==> config.mk <==
export PLATFORM = sky130hd
export DESIGN_NAME = usb_ep_handshake
export DESIGN_NICKNAME = d
export VERILOG_FILES = /design/src/rtl/ep_hs_pkg.sv /design/src/rtl/ep_ctl_regs.sv /design/src/rtl/ep_token_responder.sv /design/src/rtl/ep_xfer_tracker.sv /design/src/rtl/ep_irq_flags.sv /design/src/rtl/usb_ep_handshake.sv
export SDC_FILE = /design/constraint.sdc
export NUM_CORES = 1
export LEC_CHECK = 0
export ABC_AREA = 1
export BUFFER_PORTS_ARGS = -buffer_cell sky130_fd_sc_hd__buf_2
export CAP_MARGIN = 40
export CORE_MARGIN = 2
export CORE_UTILIZATION = 45
export DETAILED_ROUTE_END_ITERATION = 16
export HOLD_SLACK_MARGIN = 0.05
export PLACE_DENSITY_LB_ADDON = 0.1
export SETUP_SLACK_MARGIN = 0.4
export SYNTH_ARGS = -nofsm -noshare
export SYNTH_HDL_FRONTEND = slang
export SYNTH_HIERARCHICAL = 1
export SYNTH_SLANG_ARGS = --single-unit
==> constraint.sdc <==
create_clock -name clk -period 3.4 [get_ports clk]
set_input_delay 0.34 -clock clk [delete_from_list [all_inputs] [get_ports clk]]
set_output_delay 0.34 -clock clk [all_outputs]
set_load 0.01 [all_outputs]
==> src/rtl/ep_hs_pkg.sv <==
package ep_hs_pkg;
  localparam int CTL_W    = 4;
  localparam int IRQ_W    = 4;
  localparam int CB_TXR   = 0;
  localparam int CB_STALL = 1;
  localparam int CB_DEND  = 2;
  localparam int CB_DIR   = 3;
  localparam int IF_SETUP  = 0;
  localparam int IF_TXDONE = 1;
  localparam int IF_STDONE = 2;
  localparam int IF_STSENT = 3;

  typedef enum logic [1:0] {EP_CTRL = 2'd0, EP_ISO = 2'd1, EP_BULK = 2'd2, EP_INTR = 2'd3} ep_kind_e;
  typedef enum logic [1:0] {TK_NONE = 2'd0, TK_IN = 2'd1, TK_OUT = 2'd2, TK_SETUP = 2'd3} tok_e;
  typedef enum logic [2:0] {RS_NONE = 3'd0, RS_DATA = 3'd1, RS_NAK = 3'd2, RS_STALL = 3'd3,
                            RS_ZLP1 = 3'd4, RS_ACK = 3'd5} resp_e;
  typedef enum logic [1:0] {PH_IDLE = 2'd0, PH_DATA = 2'd1, PH_STATUS = 2'd2} phase_e;
  typedef enum logic [1:0] {AW_NONE = 2'd0, AW_DATA = 2'd1, AW_ZLP = 2'd2} await_e;
endpackage

==> src/rtl/ep_ctl_regs.sv <==
module ep_ctl_regs
  import ep_hs_pkg::*;
#(
  parameter int W = CTL_W
) (
  input  logic         clk,
  input  logic         rst_n,
  input  logic [W-1:0] fw_set,
  input  logic [W-1:0] fw_clr,
  input  logic         is_ctrl,
  input  logic         setup_ev,
  input  logic         stall_used,
  input  logic         txr_hw_clr,
  output logic [W-1:0] ctl
);
  logic [W-1:0] q, d;
  logic         lock, ce;

  // firmware first, then hardware events override
  always_comb begin
    lock = is_ctrl & q[CB_DEND];
    d    = q;
    for (int i = 0; i < W; i++) begin
      if (i == CB_DEND || !lock) begin
        if (fw_set[i]) d[i] = 1'b1;
        if (fw_clr[i]) d[i] = 1'b0;
      end
    end
    if (stall_used) d[CB_STALL] = 1'b0;
    if (txr_hw_clr) d[CB_TXR]   = 1'b0;
    if (setup_ev) begin
      d[CB_STALL] = 1'b0;
      d[CB_DEND]  = 1'b0;
    end
  end

  assign ce = (|fw_set) | (|fw_clr) | stall_used | txr_hw_clr | setup_ev;

  always_ff @(posedge clk or negedge rst_n) begin
    if (!rst_n)  q <= '0;
    else if (ce) q <= d;
  end

  assign ctl = q;
endmodule

==> src/rtl/ep_token_responder.sv <==
module ep_token_responder
  import ep_hs_pkg::*;
(
  input  logic [1:0]       tok_kind,
  input  logic             is_ctrl,
  input  logic             is_iso,
  input  logic             toggle,
  input  logic [CTL_W-1:0] ctl,
  output resp_e            resp,
  output logic             data1,
  output logic             stall_used,
  output logic             send_data,
  output logic             send_zlp,
  output logic             setup_ev
);
  always_comb begin
    resp       = RS_NONE;
    data1      = 1'b0;
    stall_used = 1'b0;
    send_data  = 1'b0;
    send_zlp   = 1'b0;
    setup_ev   = 1'b0;
    case (tok_e'(tok_kind))
      TK_SETUP: begin
        resp     = RS_ACK;
        setup_ev = 1'b1;
      end
      TK_IN: begin
        if (ctl[CB_STALL]) begin
          resp       = RS_STALL;
          stall_used = 1'b1;
        end else if (ctl[CB_TXR]) begin
          resp      = RS_DATA;
          data1     = toggle & ~is_iso;
          send_data = 1'b1;
        end else if (is_ctrl && ctl[CB_DEND] && !ctl[CB_DIR]) begin
          resp     = RS_ZLP1;
          data1    = 1'b1;
          send_zlp = 1'b1;
        end else begin
          resp = RS_NAK;
        end
      end
      TK_OUT: begin
        if (ctl[CB_STALL]) begin
          resp       = RS_STALL;
          stall_used = 1'b1;
        end
      end
      default: ;
    endcase
  end
endmodule

==> src/rtl/ep_xfer_tracker.sv <==
module ep_xfer_tracker
  import ep_hs_pkg::*;
(
  input  logic   clk,
  input  logic   rst_n,
  input  logic   is_ctrl,
  input  logic   is_iso,
  input  logic   dir_bit,
  input  logic   dend_bit,
  input  logic   setup_ev,
  input  logic   send_data,
  input  logic   send_zlp,
  input  logic   tx_end,
  input  logic   ack_rx,
  input  logic   out_rx_done,
  output logic   toggle,
  output phase_e phase,
  output logic   txr_hw_clr,
  output logic   status_done,
  output logic   out_ack
);
  phase_e ph_q, ph_d;
  await_e aw_q, aw_d;
  logic   tg_q, tg_d, ce;

  always_comb begin
    ph_d        = ph_q;
    aw_d        = aw_q;
    tg_d        = tg_q;
    txr_hw_clr  = 1'b0;
    status_done = 1'b0;
    out_ack     = out_rx_done;
    case (aw_q)
      AW_DATA: begin
        if (is_iso) begin
          if (tx_end) begin
            txr_hw_clr = 1'b1;
            aw_d       = AW_NONE;
          end
        end else if (ack_rx) begin
          txr_hw_clr = 1'b1;
          tg_d       = ~tg_q;
          aw_d       = AW_NONE;
          if (is_ctrl && dend_bit && dir_bit) ph_d = PH_STATUS;
        end
      end
      AW_ZLP: begin
        if (ack_rx) begin
          status_done = 1'b1;
          aw_d        = AW_NONE;
          ph_d        = PH_IDLE;
        end
      end
      default: ;
    endcase
    if (out_rx_done && is_ctrl && dir_bit && ph_q == PH_STATUS) begin
      status_done = 1'b1;
      ph_d        = PH_IDLE;
    end
    if (send_data) aw_d = AW_DATA;
    if (send_zlp) begin
      aw_d = AW_ZLP;
      ph_d = PH_STATUS;
    end
    if (setup_ev) begin
      tg_d = 1'b1;
      ph_d = PH_DATA;
      aw_d = AW_NONE;
    end
  end

  assign ce = (ph_d != ph_q) || (aw_d != aw_q) || (tg_d != tg_q);

  always_ff @(posedge clk or negedge rst_n) begin
    if (!rst_n) begin
      ph_q <= PH_IDLE;
      aw_q <= AW_NONE;
      tg_q <= 1'b0;
    end else if (ce) begin
      ph_q <= ph_d;
      aw_q <= aw_d;
      tg_q <= tg_d;
    end
  end

  assign toggle = tg_q;
  assign phase  = ph_q;
endmodule

==> src/rtl/ep_irq_flags.sv <==
module ep_irq_flags
  import ep_hs_pkg::*;
#(
  parameter int W = IRQ_W
) (
  input  logic         clk,
  input  logic         rst_n,
  input  logic [W-1:0] hw_set,
  input  logic [W-1:0] fw_ack,
  input  logic [W-1:0] en,
  output logic [W-1:0] flags,
  output logic         irq
);
  logic [W-1:0] q, d;
  logic         ce;

  always_comb d = (q & ~fw_ack) | hw_set;
  assign ce = (|hw_set) | (|fw_ack);

  always_ff @(posedge clk or negedge rst_n) begin
    if (!rst_n)  q <= '0;
    else if (ce) q <= d;
  end

  assign flags = q;
  assign irq   = |(q & en);
endmodule

==> src/rtl/usb_ep_handshake.sv <==
module usb_ep_handshake
  import ep_hs_pkg::*;
(
  input  logic             clk,
  input  logic             rst_n,
  input  logic [1:0]       ep_type,
  input  logic [CTL_W-1:0] fw_set,
  input  logic [CTL_W-1:0] fw_clr,
  input  logic [IRQ_W-1:0] fw_irq_ack,
  input  logic [IRQ_W-1:0] irq_en,
  input  logic [1:0]       tok_kind,
  input  logic             tx_end,
  input  logic             ack_rx,
  input  logic             out_rx_done,
  output logic [2:0]       resp_kind,
  output logic             resp_data1,
  output logic [CTL_W-1:0] ctl_bits,
  output logic [IRQ_W-1:0] irq_flags,
  output logic [1:0]       phase,
  output logic             irq
);
  logic             is_ctrl, is_iso;
  logic [CTL_W-1:0] ctl;
  logic             toggle, data1_nxt, stall_used, send_data, send_zlp, setup_ev;
  logic             txr_hw_clr, status_done, out_ack;
  resp_e            resp_nxt, resp_d, resp_q;
  logic             data1_q;
  phase_e           ph;
  logic [IRQ_W-1:0] flag_set;

  assign is_ctrl = (ep_kind_e'(ep_type) == EP_CTRL);
  assign is_iso  = (ep_kind_e'(ep_type) == EP_ISO);

  ep_token_responder u_resp (
    .tok_kind  (tok_kind),
    .is_ctrl   (is_ctrl),
    .is_iso    (is_iso),
    .toggle    (toggle),
    .ctl       (ctl),
    .resp      (resp_nxt),
    .data1     (data1_nxt),
    .stall_used(stall_used),
    .send_data (send_data),
    .send_zlp  (send_zlp),
    .setup_ev  (setup_ev)
  );

  ep_xfer_tracker u_trk (
    .clk        (clk),
    .rst_n      (rst_n),
    .is_ctrl    (is_ctrl),
    .is_iso     (is_iso),
    .dir_bit    (ctl[CB_DIR]),
    .dend_bit   (ctl[CB_DEND]),
    .setup_ev   (setup_ev),
    .send_data  (send_data),
    .send_zlp   (send_zlp),
    .tx_end     (tx_end),
    .ack_rx     (ack_rx),
    .out_rx_done(out_rx_done),
    .toggle     (toggle),
    .phase      (ph),
    .txr_hw_clr (txr_hw_clr),
    .status_done(status_done),
    .out_ack    (out_ack)
  );

  ep_ctl_regs #(.W(CTL_W)) u_ctl (
    .clk       (clk),
    .rst_n     (rst_n),
    .fw_set    (fw_set),
    .fw_clr    (fw_clr),
    .is_ctrl   (is_ctrl),
    .setup_ev  (setup_ev),
    .stall_used(stall_used),
    .txr_hw_clr(txr_hw_clr),
    .ctl       (ctl)
  );

  always_comb begin
    flag_set            = '0;
    flag_set[IF_SETUP]  = setup_ev;
    flag_set[IF_TXDONE] = txr_hw_clr;
    flag_set[IF_STDONE] = status_done;
    flag_set[IF_STSENT] = stall_used;
  end

  ep_irq_flags #(.W(IRQ_W)) u_irq (
    .clk   (clk),
    .rst_n (rst_n),
    .hw_set(flag_set),
    .fw_ack(fw_irq_ack),
    .en    (irq_en),
    .flags (irq_flags),
    .irq   (irq)
  );

  // token answer has priority over the ACK of finished OUT data
  always_comb resp_d = (resp_nxt == RS_NONE && out_ack) ? RS_ACK : resp_nxt;

  always_ff @(posedge clk or negedge rst_n) begin
    if (!rst_n) begin
      resp_q  <= RS_NONE;
      data1_q <= 1'b0;
    end else begin
      resp_q  <= resp_d;
      data1_q <= data1_nxt;
    end
  end

  assign resp_kind  = resp_q;
  assign resp_data1 = data1_q;
  assign ctl_bits   = ctl;
  assign phase      = ph;
endmodule

==> metrics, run 1 <==
status=complete, no violations; Post-CTS Setup Inserts=0; placement row count=17; Critical Path RT=3.59 ns; YS warnings=6; Crit path arrival time=1.71 ns; first-pass GRT wire length=a little over 4000 um; Pwr Total=0.4661 mW; largest net degree at the start of global routing=18; Worst path top cell family by delay=flip-flops; final-stage net count=~220; clk root buf=clkbuf_4; CP max FO=4; Total Wirelength=around 2400 um; clock-pin slew on the worst setup and hold paths=0.10 ns; element type at the critical path start=flip-flop; vias per inst=4.765; Final ANT Viol Nets=0; hpwl dp=approximately 1900 um; synthesized area=0.001091 mm^2; DR pass1 iterations=4; CTS resizes=0; Slew @ Worst Pin=0.4070 ns; Total GRT Usage=between 10% and 20%; Final Hold Viols=0; Die X=approximately 53 um; Cell Area, Placed=around 0.0013 mm^2; Initial Util=about half; Setup crit end kind=flip-flop; I/O pins=40; clock skew=approximately 0.0084 ns; critical-path cell list=inv_1 > ha_1 > inv_1 > a21oi_1 > inv_1 > nand3_1 > nand2_1 > nand2_1 > nand2_1; port bufs=39; die area=about 0.0028 mm^2; Seq/Total Area, Yosys=slightly below 40%; drt wl/cell=between 10 and 15 um; Clk Latency, worst-skew pair=between 0.2 and 0.3 ns; Fmax=0.6556 GHz; vias in the first global route=between 1000 and 1500; syn_nets=179; CTS max path bufs=2; RSZ-0062 raised after global routing=no; routability cong.=approximately 0.8; Async SR Flop Fraction=100.0%; Die Height=roughly 53 um; vias post-DR=~1000; slowest CP cell=dfrtp_1; Slew Limit Headroom=~73%; Setup CP Type=reg2reg; maxcap violations=0; Overflow after GRT=0; Remaining DRCs=0; Distinct cells, synth=23; CTS buffer count=3; P_leak=0.7372 nW; DP Worst Slack=between 1.5 and 2 ns; Primary FF master, synth=dfrtp_1; number of flops mapped to enable cells by yosys=0; H-tree levels=1; initial antenna violation count=0; pwr/cell area=349.1 mW/mm^2; fin crit share=between 40% and 50%; final setup vio count=0; design area=about 0.0013 mm^2; Peak VDD IR=0.0002277 V; Final Max Tran Viols=0; CTS tree=yes; HP Class=in2reg; Buf/Inv on CP=3; Gate Count Post-Synth=148; CTS sink cnt=17; Final min period=around 1.5 ns; synthesis-stage register bit count=17; layout cells sized above 1=a little over 30%; mean area per synthesized cell=roughly 7.4 um^2; Area Overhead vs Synth=22.36%; DR iter-0 viols=29; # diodes=0; Crit path largest cell delay=slightly above 0.4 ns; cts hold-fix bufs=1; core box area=around 0.0023 mm^2; PnR worst setup slack=about 1.9 ns; total negative setup slack=0 ns
[registers in the layout (all words and copies together), names as in the netlist]
register and cells:
u_trk/toggle 1, u_irq/flags 4, u_ctl/ctl 4, u_trk/aw_q 2, resp_kind 3, u_trk/phase 2
resp_data1 1
[synthesized netlist by cell type, types with 3 or more instances]
cell	number	area share, %
nor2_2	5	2.9
o21ai_0	4	1.8
ha_1	6	6.9
dfrtp_1	17	39
nor3_1	3	1.4
nand2_1	36	12
inv_1	27	9.3
nand3_1	8	3.7
nor2_1	13	4.5
a21oi_1	5	2.3
o21bai_1	4	2.8
[metrics by stage]
step / cells / util (%) / hold WS, ns
finish: 217 / 59.21 / 0.1974
global route: 217 / 59.21 / 0.1770
CTS: 217 / 59.21 / 0.1876
detailed placement: 212 / 57.60 / 0.2923
global placement: 212 / 57.60 / 0.2870
floorplan: 148 / - / 0.04441
[report_power, final]
| group | total [mW] | switching [mW] | internal, mW |
|---|---|---|---|
| clock | 0.110 | 0.0641 | 0.0456 |
| combinational | 0.118 | 0.0684 | 0.0494 |
| sequential | 0.239 | 0.0178 | 0.221 |
| total | 0.466 | 0.150 | 0.316 |
[area by class of cell]
type / instances / area [um^2]
clock buffers: 4 / 26.28
well taps: 28 / 35.03
fillers: 235 / 919.6
multi-input cells: 98 / 530.5
repair buffers: 40 / 205.2
flip-flops and latches: 17 / 425.4
inverters: 30 / 112.6
[placed cells by master, fill, tap and decap left out]
cell type	instances
a21oi_1	5
a21oi_2	2
buf_2	39
clkbuf_1	1
clkbuf_4	3
clkinv_1	1
dfrtp_1	17
dlygate4sd3_1	1
ha_1	6
inv_1	27
inv_2	2
nand2_1	36
nand2_2	2
nand3_1	8
nand3_2	2
nand3b_1	2
nand4_1	2
nor2_1	13
nor2_2	5
nor2_4	2
nor3_1	3
o21ai_0	4
o21ai_1	2
o21bai_1	4
[layer usage]
| layer | up-vias | part of all wire (%) | GRT usage, % | wire length [um] |
|---|---|---|---|---|
| met4 | 0 | 0.38 | 6.410 | 9 |
| met1 | 471 | 45 | 23.98 | 1061 |
| li1 | 535 | - | - | - |
| met5 | - | 0 | 0 | 0 |
| met2 | 26 | 50 | 34.98 | 1190 |
| met3 | 2 | 4.3 | 3.390 | 101 |
[logic make-up after synthesis]
| family | Yosys count | synth area share [%] |
|---|---|---|
| adder cells (fa/ha/maj) | 6 | 6.881 |
| AO/OA/AOI/OAI | 17 | 9.404 |
| AND/OR/NAND/NOR | 75 | 32.34 |
| buffers and inverters | 33 | 12.39 |
| flip-flops | 17 | 38.99 |
[worst paths after layout]
kind / depth (start not counted) / slack, ns / endpoint / from
max: 9 / 1.87 / u_ctl/ctl[0] / u_trk/aw_q[1]
max in group asynchronous: 2 / 2.61 / u_ctl/ctl[0] / rst_n
max reg2reg: 9 / 1.87 / u_ctl/ctl[0] / u_trk/aw_q[1]
min reg2reg: 2 / 0.54 / u_irq/flags[2] / u_irq/flags[2]
min in group asynchronous: 2 / 0.50 / u_trk/phase[0] / rst_n
min: 2 / 0.20 / u_ctl/ctl[2] / fw_clr[2]
[worst reg2reg max path: stages, from the launching register on]
cell and delay (ns):
dfrtp_1 0.41, inv_1 0.06, ha_1 0.20, inv_1 0.10, a21oi_1 0.28, inv_1 0.11
nand3_1 0.10, nand2_1 0.06, nand2_1 0.05, nand2_1 0.04
Note: power is estimated with default switching activity, not from simulation.
==> run 2, diff against run 1 <==
==> constraint.sdc (replaced) <==
create_clock -name clk -period 1.5 [get_ports clk]
set_input_delay 0.15 -clock clk [delete_from_list [all_inputs] [get_ports clk]]
set_output_delay 0.15 -clock clk [all_outputs]
set_load 0.01 [all_outputs]
==> metrics, run 2 (synthesized netlist as in run 1, its figures left out) <==
status=complete, no violations; Hold Worst Slack=0.09770 ns (-0.09968 ns); CTS tree=yes; Cells after DPL=213 (+0.47%); Clk Latency, worst-skew pair=0.30 ns (about the same); Slew @ Worst Pin=0.4147 ns (+0.007685 ns); Area Overhead vs Synth=48.85%; DR iter-0 viols=26 (-10%); RSZ-0062 raised after global routing=yes; final setup vio count=0 (unchanged); Pwr Total=1.218 mW (+160%); # diodes=0 (unchanged); DP Worst Slack=0.1883 ns (-1.562 ns); Worst Reg-to-Reg Cells=7 (-2); Crit Reg-Reg Startpoint=u_trk/aw_q[0]; placement row count=17 (unchanged); die area=0.002835 mm^2 (unchanged); Peak VDD IR=0.0005408 V (+140%); CTS max path bufs=2 (unchanged); element type at the critical path start=flip-flop; Worst R2R End=u_trk/aw_q[1]; most frequent cells in the layout=34 x nand2_1, 33 x buf_2, 23 x inv_1; clock skew=0.003681 ns (-0.004686 ns); Final Max Tran Viols=0 (unchanged); H-tree levels=1 (unchanged); core box area=0.002255 mm^2 (unchanged); Die Height=53.24 um (unchanged); CP max FO=3 (-1); vias post-DR=1181 (+14%); Total GRT Usage=22.58% (+2.8 points); vias in the first global route=1104 (+9.7%); hold depth=3 (+1); CTS buffer count=3 (unchanged); Fmax=0.8164 GHz (+25%); pwr/cell area=749.9 mW/mm^2 (+110%); Final Hold Viols=0 (unchanged); Setup CP Type=reg2reg; fin crit share=81.66% (+37 points); Total Wirelength=3115 um (+32%); Finished Layout Cells=239 (+10%); P_leak=0.8546 nW (+16%); port bufs=39 (unchanged); clk root buf=clkbuf_4; Overflow after GRT=0 (unchanged); PnR worst setup slack=0.2751 ns (-1.600 ns); initial antenna violation count=0 (unchanged); final-stage net count=243 (+10%); I/O pins=40 (unchanged); largest net degree at the start of global routing=18 (unchanged); WHS Endpoint=u_ctl/ctl[2]; Die X=53.24 um (unchanged); hpwl dp=1984 um (+6.0%); Remaining DRCs=0 (unchanged); Worst setup startpoint=u_trk/aw_q[0]; first-pass GRT wire length=4643 um (+14%); Final min period=1.225 ns (-0.3005 ns); total negative setup slack=0 ns (unchanged); DR pass1 iterations=4 (unchanged); commonest non-fill, non-tap cell in the layout=nand2_1; Slew Limit Headroom=72.35% (-0.51 points); maxcap violations=0 (unchanged); layout cells sized above 1=42.18% (+12 points); Filler cells=189 (-20%); HP Class=in2reg; CTS sink cnt=17 (unchanged); Initial Util=48.39% (unchanged); Reg2Reg Setup Slack=0.28 ns (-1.60 ns); drt wl/cell=13.03 um (+20%); Crit path arrival time=1.41 ns (-0.30 ns); Setup crit end kind=flip-flop; Critical Path RT=1.68 ns (-1.91 ns); clock-pin slew on the worst setup and hold paths=0.11 ns (about the same); routability cong.=0.8925 (+9.1%); vias per inst=4.941 (+3.7%); Final ANT Viol Nets=0 (unchanged); Hold Path Origin=fw_set[2]
==> run 2: what timing repair did <==
action / in CTS / in global routing
setup endpoints to repair: 10 / 18
hold endpoints to repair: 22 / 0
buffers inserted: 10 / 6
pin swaps: 4 / 3
gates resized for setup: 15 / 15
hold buffers: 6 / 0
==> run 2: worst max path at each step <==
stage / slack (ns) / end
detailed placement: 0.19 / u_ctl/ctl[0]
finish: 0.28 / u_trk/aw_q[1]
CTS: 0.30 / resp_kind[0]
global route: 0.21 / u_trk/aw_q[1]
floorplan: 0.32 / resp_kind[0]
global placement: 0.26 / u_ctl/ctl[0]
==> run 2: per-stage QoR <==
stage	util, %	cell area (um^2)
6_report	72.03	1624
5_1_grt	72.03	1624
4_1_cts	67.09	1513
3_5_place_dp	58.21	1313
3_3_place_gp	58.21	1313
2_1_floorplan	-	1097
==> run 2: area by class of cell <==
type	count	area, um^2	share of cell area, %
multi-input cells	98	575.6	35.44
clock buffers	4	26.28	1.618
repair buffers	62	442.9	27.27
flip-flops and latches	17	429.2	26.43
well taps	28	35.03	2.157
inverters	30	115.1	7.088
==> run 2: metal layers <==
metal	part of all wire [%]	global-route usage, %	wire [um]
met1	42	28.57	1320
met5	0	0	0
met3	4.5	3.955	140
met2	51	37.65	1598
met4	1.8	8.974	55
==> run 2: power breakdown <==
part	total [mW]	internal [mW]	switching (mW)
Clock	0.268	0.104	0.165
Combinational	0.409	0.204	0.204
Sequential	0.541	0.502	0.0388
==> run 2: critical path, cell delays in order, from the launching register on <==
cell and delay [ns]:
dfrtp_1 0.39, buf_4 0.15, ha_4 0.17, buf_4 0.13, nand3_2 0.08, nand2_2 0.06
nand3_1 0.06, a21oi_1 0.06
==> run 3, diff against run 2 <==
--- a/config.mk
+++ b/config.mk
@@ -5,11 +5,11 @@
 export SDC_FILE = /design/constraint.sdc
 export NUM_CORES = 1
 export LEC_CHECK = 0
-export ABC_AREA = 1
+export ABC_AREA = 0
 export BUFFER_PORTS_ARGS = -buffer_cell sky130_fd_sc_hd__buf_2
 export CAP_MARGIN = 40
 export CORE_MARGIN = 2
-export CORE_UTILIZATION = 45
+export CORE_UTILIZATION = 43
 export DETAILED_ROUTE_END_ITERATION = 16
 export HOLD_SLACK_MARGIN = 0.05
 export PLACE_DENSITY_LB_ADDON = 0.1
==> constraint.sdc (replaced) <==
create_clock -name clk -period 1.1 [get_ports clk]
set_input_delay 0.11 -clock clk [delete_from_list [all_inputs] [get_ports clk]]
set_output_delay 0.11 -clock clk [all_outputs]
set_load 0.01 [all_outputs]
==> metrics, run 3 <==
Peak VDD IR=0.0008133 V (+50%); Die Height=54.17 um (+1.7%); Total GRT Usage=21.71% (-0.86 points); Crit path arrival time=1.48 ns (+0.07 ns); design area=0.001794 mm^2 (+10%); CP max FO=6 (+3); top cell type by total area after synthesis=dfrtp_1; Worst path top cell family by delay=flip-flops; drt wl/cell=13.73 um (+5.4%); Finished Layout Cells=215 (-10%); final setup vio count=16 (+16); commonest non-fill, non-tap cell in the layout=buf_2; Synth top area share=39.31% (+0.32 points); Cells after DPL=193 (-9.4%); most frequent cells in the layout=32 x buf_2, 21 x buf_4, 17 x buf_6; syn_nets=140 (-22%); layout cells sized above 1=60.54% (+18 points); core box area=0.002432 mm^2 (+7.9%); Async SR Flop Fraction=100.0% (unchanged); CTS tree=yes; Crit Reg-Reg Startpoint=u_trk/aw_q[0]; largest net degree at the start of global routing=18 (unchanged); most frequent cells after synthesis=17 x dfrtp_1, 14 x inv_1, 8 x nor2_1; Area Overhead vs Synth=65.78%; port bufs=39 (unchanged); vias in the first global route=1060 (-4.0%); CTS max path bufs=2 (unchanged); initial antenna violation count=0 (unchanged); Buf/Inv on CP=2 (unchanged); hpwl dp=2078 um (+4.8%); Primary FF master, synth=dfrtp_1; routability cong.=0.8297 (-7.0%); die area=0.002934 mm^2 (+3.5%); hold depth=2 (-1); DP Worst Slack=-0.2225 ns (-0.4108 ns); I/O pins=40 (unchanged); met2 WL=1501 um (-6.1%); met3 routed WL=138 um (-1.4%); CTS sink cnt=17 (unchanged); Seq/Total Area, Yosys=39.31% (+0.32 points); Fmax=0.7759 GHz (-5.0%); mean area per synthesized cell=9.929 um^2 (+35%); Worst Reg-to-Reg Cells=5 (-2); Worst setup startpoint=u_trk/aw_q[0]; Worst R2R End=u_irq/flags[1]; most used cell along the critical path=buf_4; RSZ-0062 raised after global routing=yes; Setup crit end kind=flip-flop; YS warnings=6 (unchanged); Pwr Total=1.790 mW (+47%); Multi-input gate area=703.2 um^2 (+22%); Critical Path RT=1.29 ns (-0.39 ns); cts hold-fix bufs=3 (-3); number of flops mapped to enable cells by yosys=0 (unchanged); top cells by area, synth=dfrtp_1 39%, ha_1 6.9%, inv_1 4.9%, a221oi_2 2.8%, nor2_1 2.8%; Initial Util=44.50% (-3.9 points); H-tree levels=1 (unchanged); failing checks=hold timing, setup timing; maxcap violations=0 (unchanged); vias post-DR=1091 (-7.6%); M1 WL=1301 um (-1.4%); first-pass GRT wire length=4519 um (-2.7%); Hold Path Origin=fw_clr[0]; Cell Area, Placed=0.001480 mm^2 (+13%); CTS buffer count=3 (unchanged); Overflow after GRT=0 (unchanged); clk root buf=clkbuf_4; Final ANT Viol Nets=0 (unchanged); Final Max Tran Viols=0 (unchanged); Die X=54.17 um (+1.7%); DR pass1 iterations=4 (unchanged); Final min period=1.289 ns (+0.06399 ns); dominant cell by count in the synthesized netlist=dfrtp_1; vias per inst=5.074 (+2.7%); Reg2Reg Setup Slack=-0.19 ns (-0.46 ns); clock skew=0.007901 ns (+0.004220 ns); placement row count=18 (+1); PnR worst setup slack=-0.1889 ns (-0.4640 ns); Hold Worst Slack=-0.02527 ns (-0.1230 ns); WHS Endpoint=u_ctl/ctl[0]; Final Hold Viols=2 (+2); final-stage net count=217 (-11%); Slew @ Worst Pin=0.4031 ns (-0.01165 ns); fin crit share=117.2% (+36 points); # diodes=0 (unchanged); Setup CP Type=reg2reg; pwr/cell area=997.6 mW/mm^2 (+33%); clock-pin slew on the worst setup and hold paths=0.10 ns (about the same); Clk Latency, worst-skew pair=0.29 ns (about the same); element type at the critical path start=flip-flop; slowest CP cell=dfrtp_1; HP Class=in2reg; Gate Count Post-Synth=109 (-26%); Slew Limit Headroom=73.13% (+0.78 points); synthesized area=0.001082 mm^2 (-0.80%); status=finished, violations left; Remaining DRCs=0 (unchanged); register area=430.4 um^2 (+0.29%); Total Wirelength=2953 um (-5.2%); Filler cells=184 (-2.6%); synthesis-stage register bit count=17 (unchanged); Top Metal Used=met4; DR iter-0 viols=12 (-54%); P_leak=0.9215 nW (+7.8%); Crit path largest cell delay=0.41 ns (+0.02 ns); critical-path cell list=buf_4 > ha_4 > nor2b_1 > buf_4 > a21o_2; Distinct cells, synth=45 (+96%)
[run 3: worst register-to-register path: stages, from the launching register on]
cell and delay, ns:
dfrtp_1 0.41, buf_4 0.16, ha_4 0.18, nor2b_1 0.13
buf_4 0.14, a21o_2 0.18
[run 3: area by class of cell]
class / count / share of cell area [%]
multi-input cells: 76 / 39.19
repair buffers: 74 / 30.33
flip-flops and latches: 17 / 23.99
inverters: 14 / 2.929
well taps: 30 / 2.092
clock buffers: 4 / 1.464
[run 3: repair_timing]
item / in CTS / in global routing
pin swaps: 8 / 5
setup endpoints to repair: 32 / 31
buffers inserted: 10 / 5
gates resized for setup: 18 / 16
hold endpoints to repair: 21 / 2
[run 3: worst max path at each step]
stage	end	slack, ns	depth (start not counted)
floorplan	u_trk/phase[1]	-0.07	4
global placement	u_trk/phase[0]	-0.19	8
detailed placement	u_trk/aw_q[0]	-0.22	5
CTS	u_irq/flags[1]	-0.17	5
global route	u_trk/phase[0]	-0.25	5
finish	u_irq/flags[1]	-0.19	5
[run 3: kinds of logic after synthesis]
family          count (synthesis)  share of synthesized area [%]
compound gates                 32                          23.82
flops                          17                          39.31
fa+ha+maj                       6                          6.936
simple gates                   38                          24.05
buf+inv                        16                          5.896
[run 3: report_power, final]
group          internal, mW  switching, mW  total, mW
Combinational         0.420          0.299      0.719
Clock                 0.141          0.197      0.338
Sequential            0.688         0.0454      0.733
[run 3: through the flow]
step,TNS (ns),utilization [%],hold slack [ns]
floorplan,-0.3391,-,-0.1856
global placement,-1.599,60.85,0.05817
detailed placement,-1.874,60.85,0.06334
CTS,-1.488,69.86,-0.04142
global route,-2.784,73.77,-0.05564
finish,-1.731,73.77,-0.02527
[run 3: per-layer routing]
metal,GRT usage [%],up-vias
met4,6.250,0
met3,3.889,2
met1,24.96,520
met2,40.36,31
li1,-,538
met5,0,-
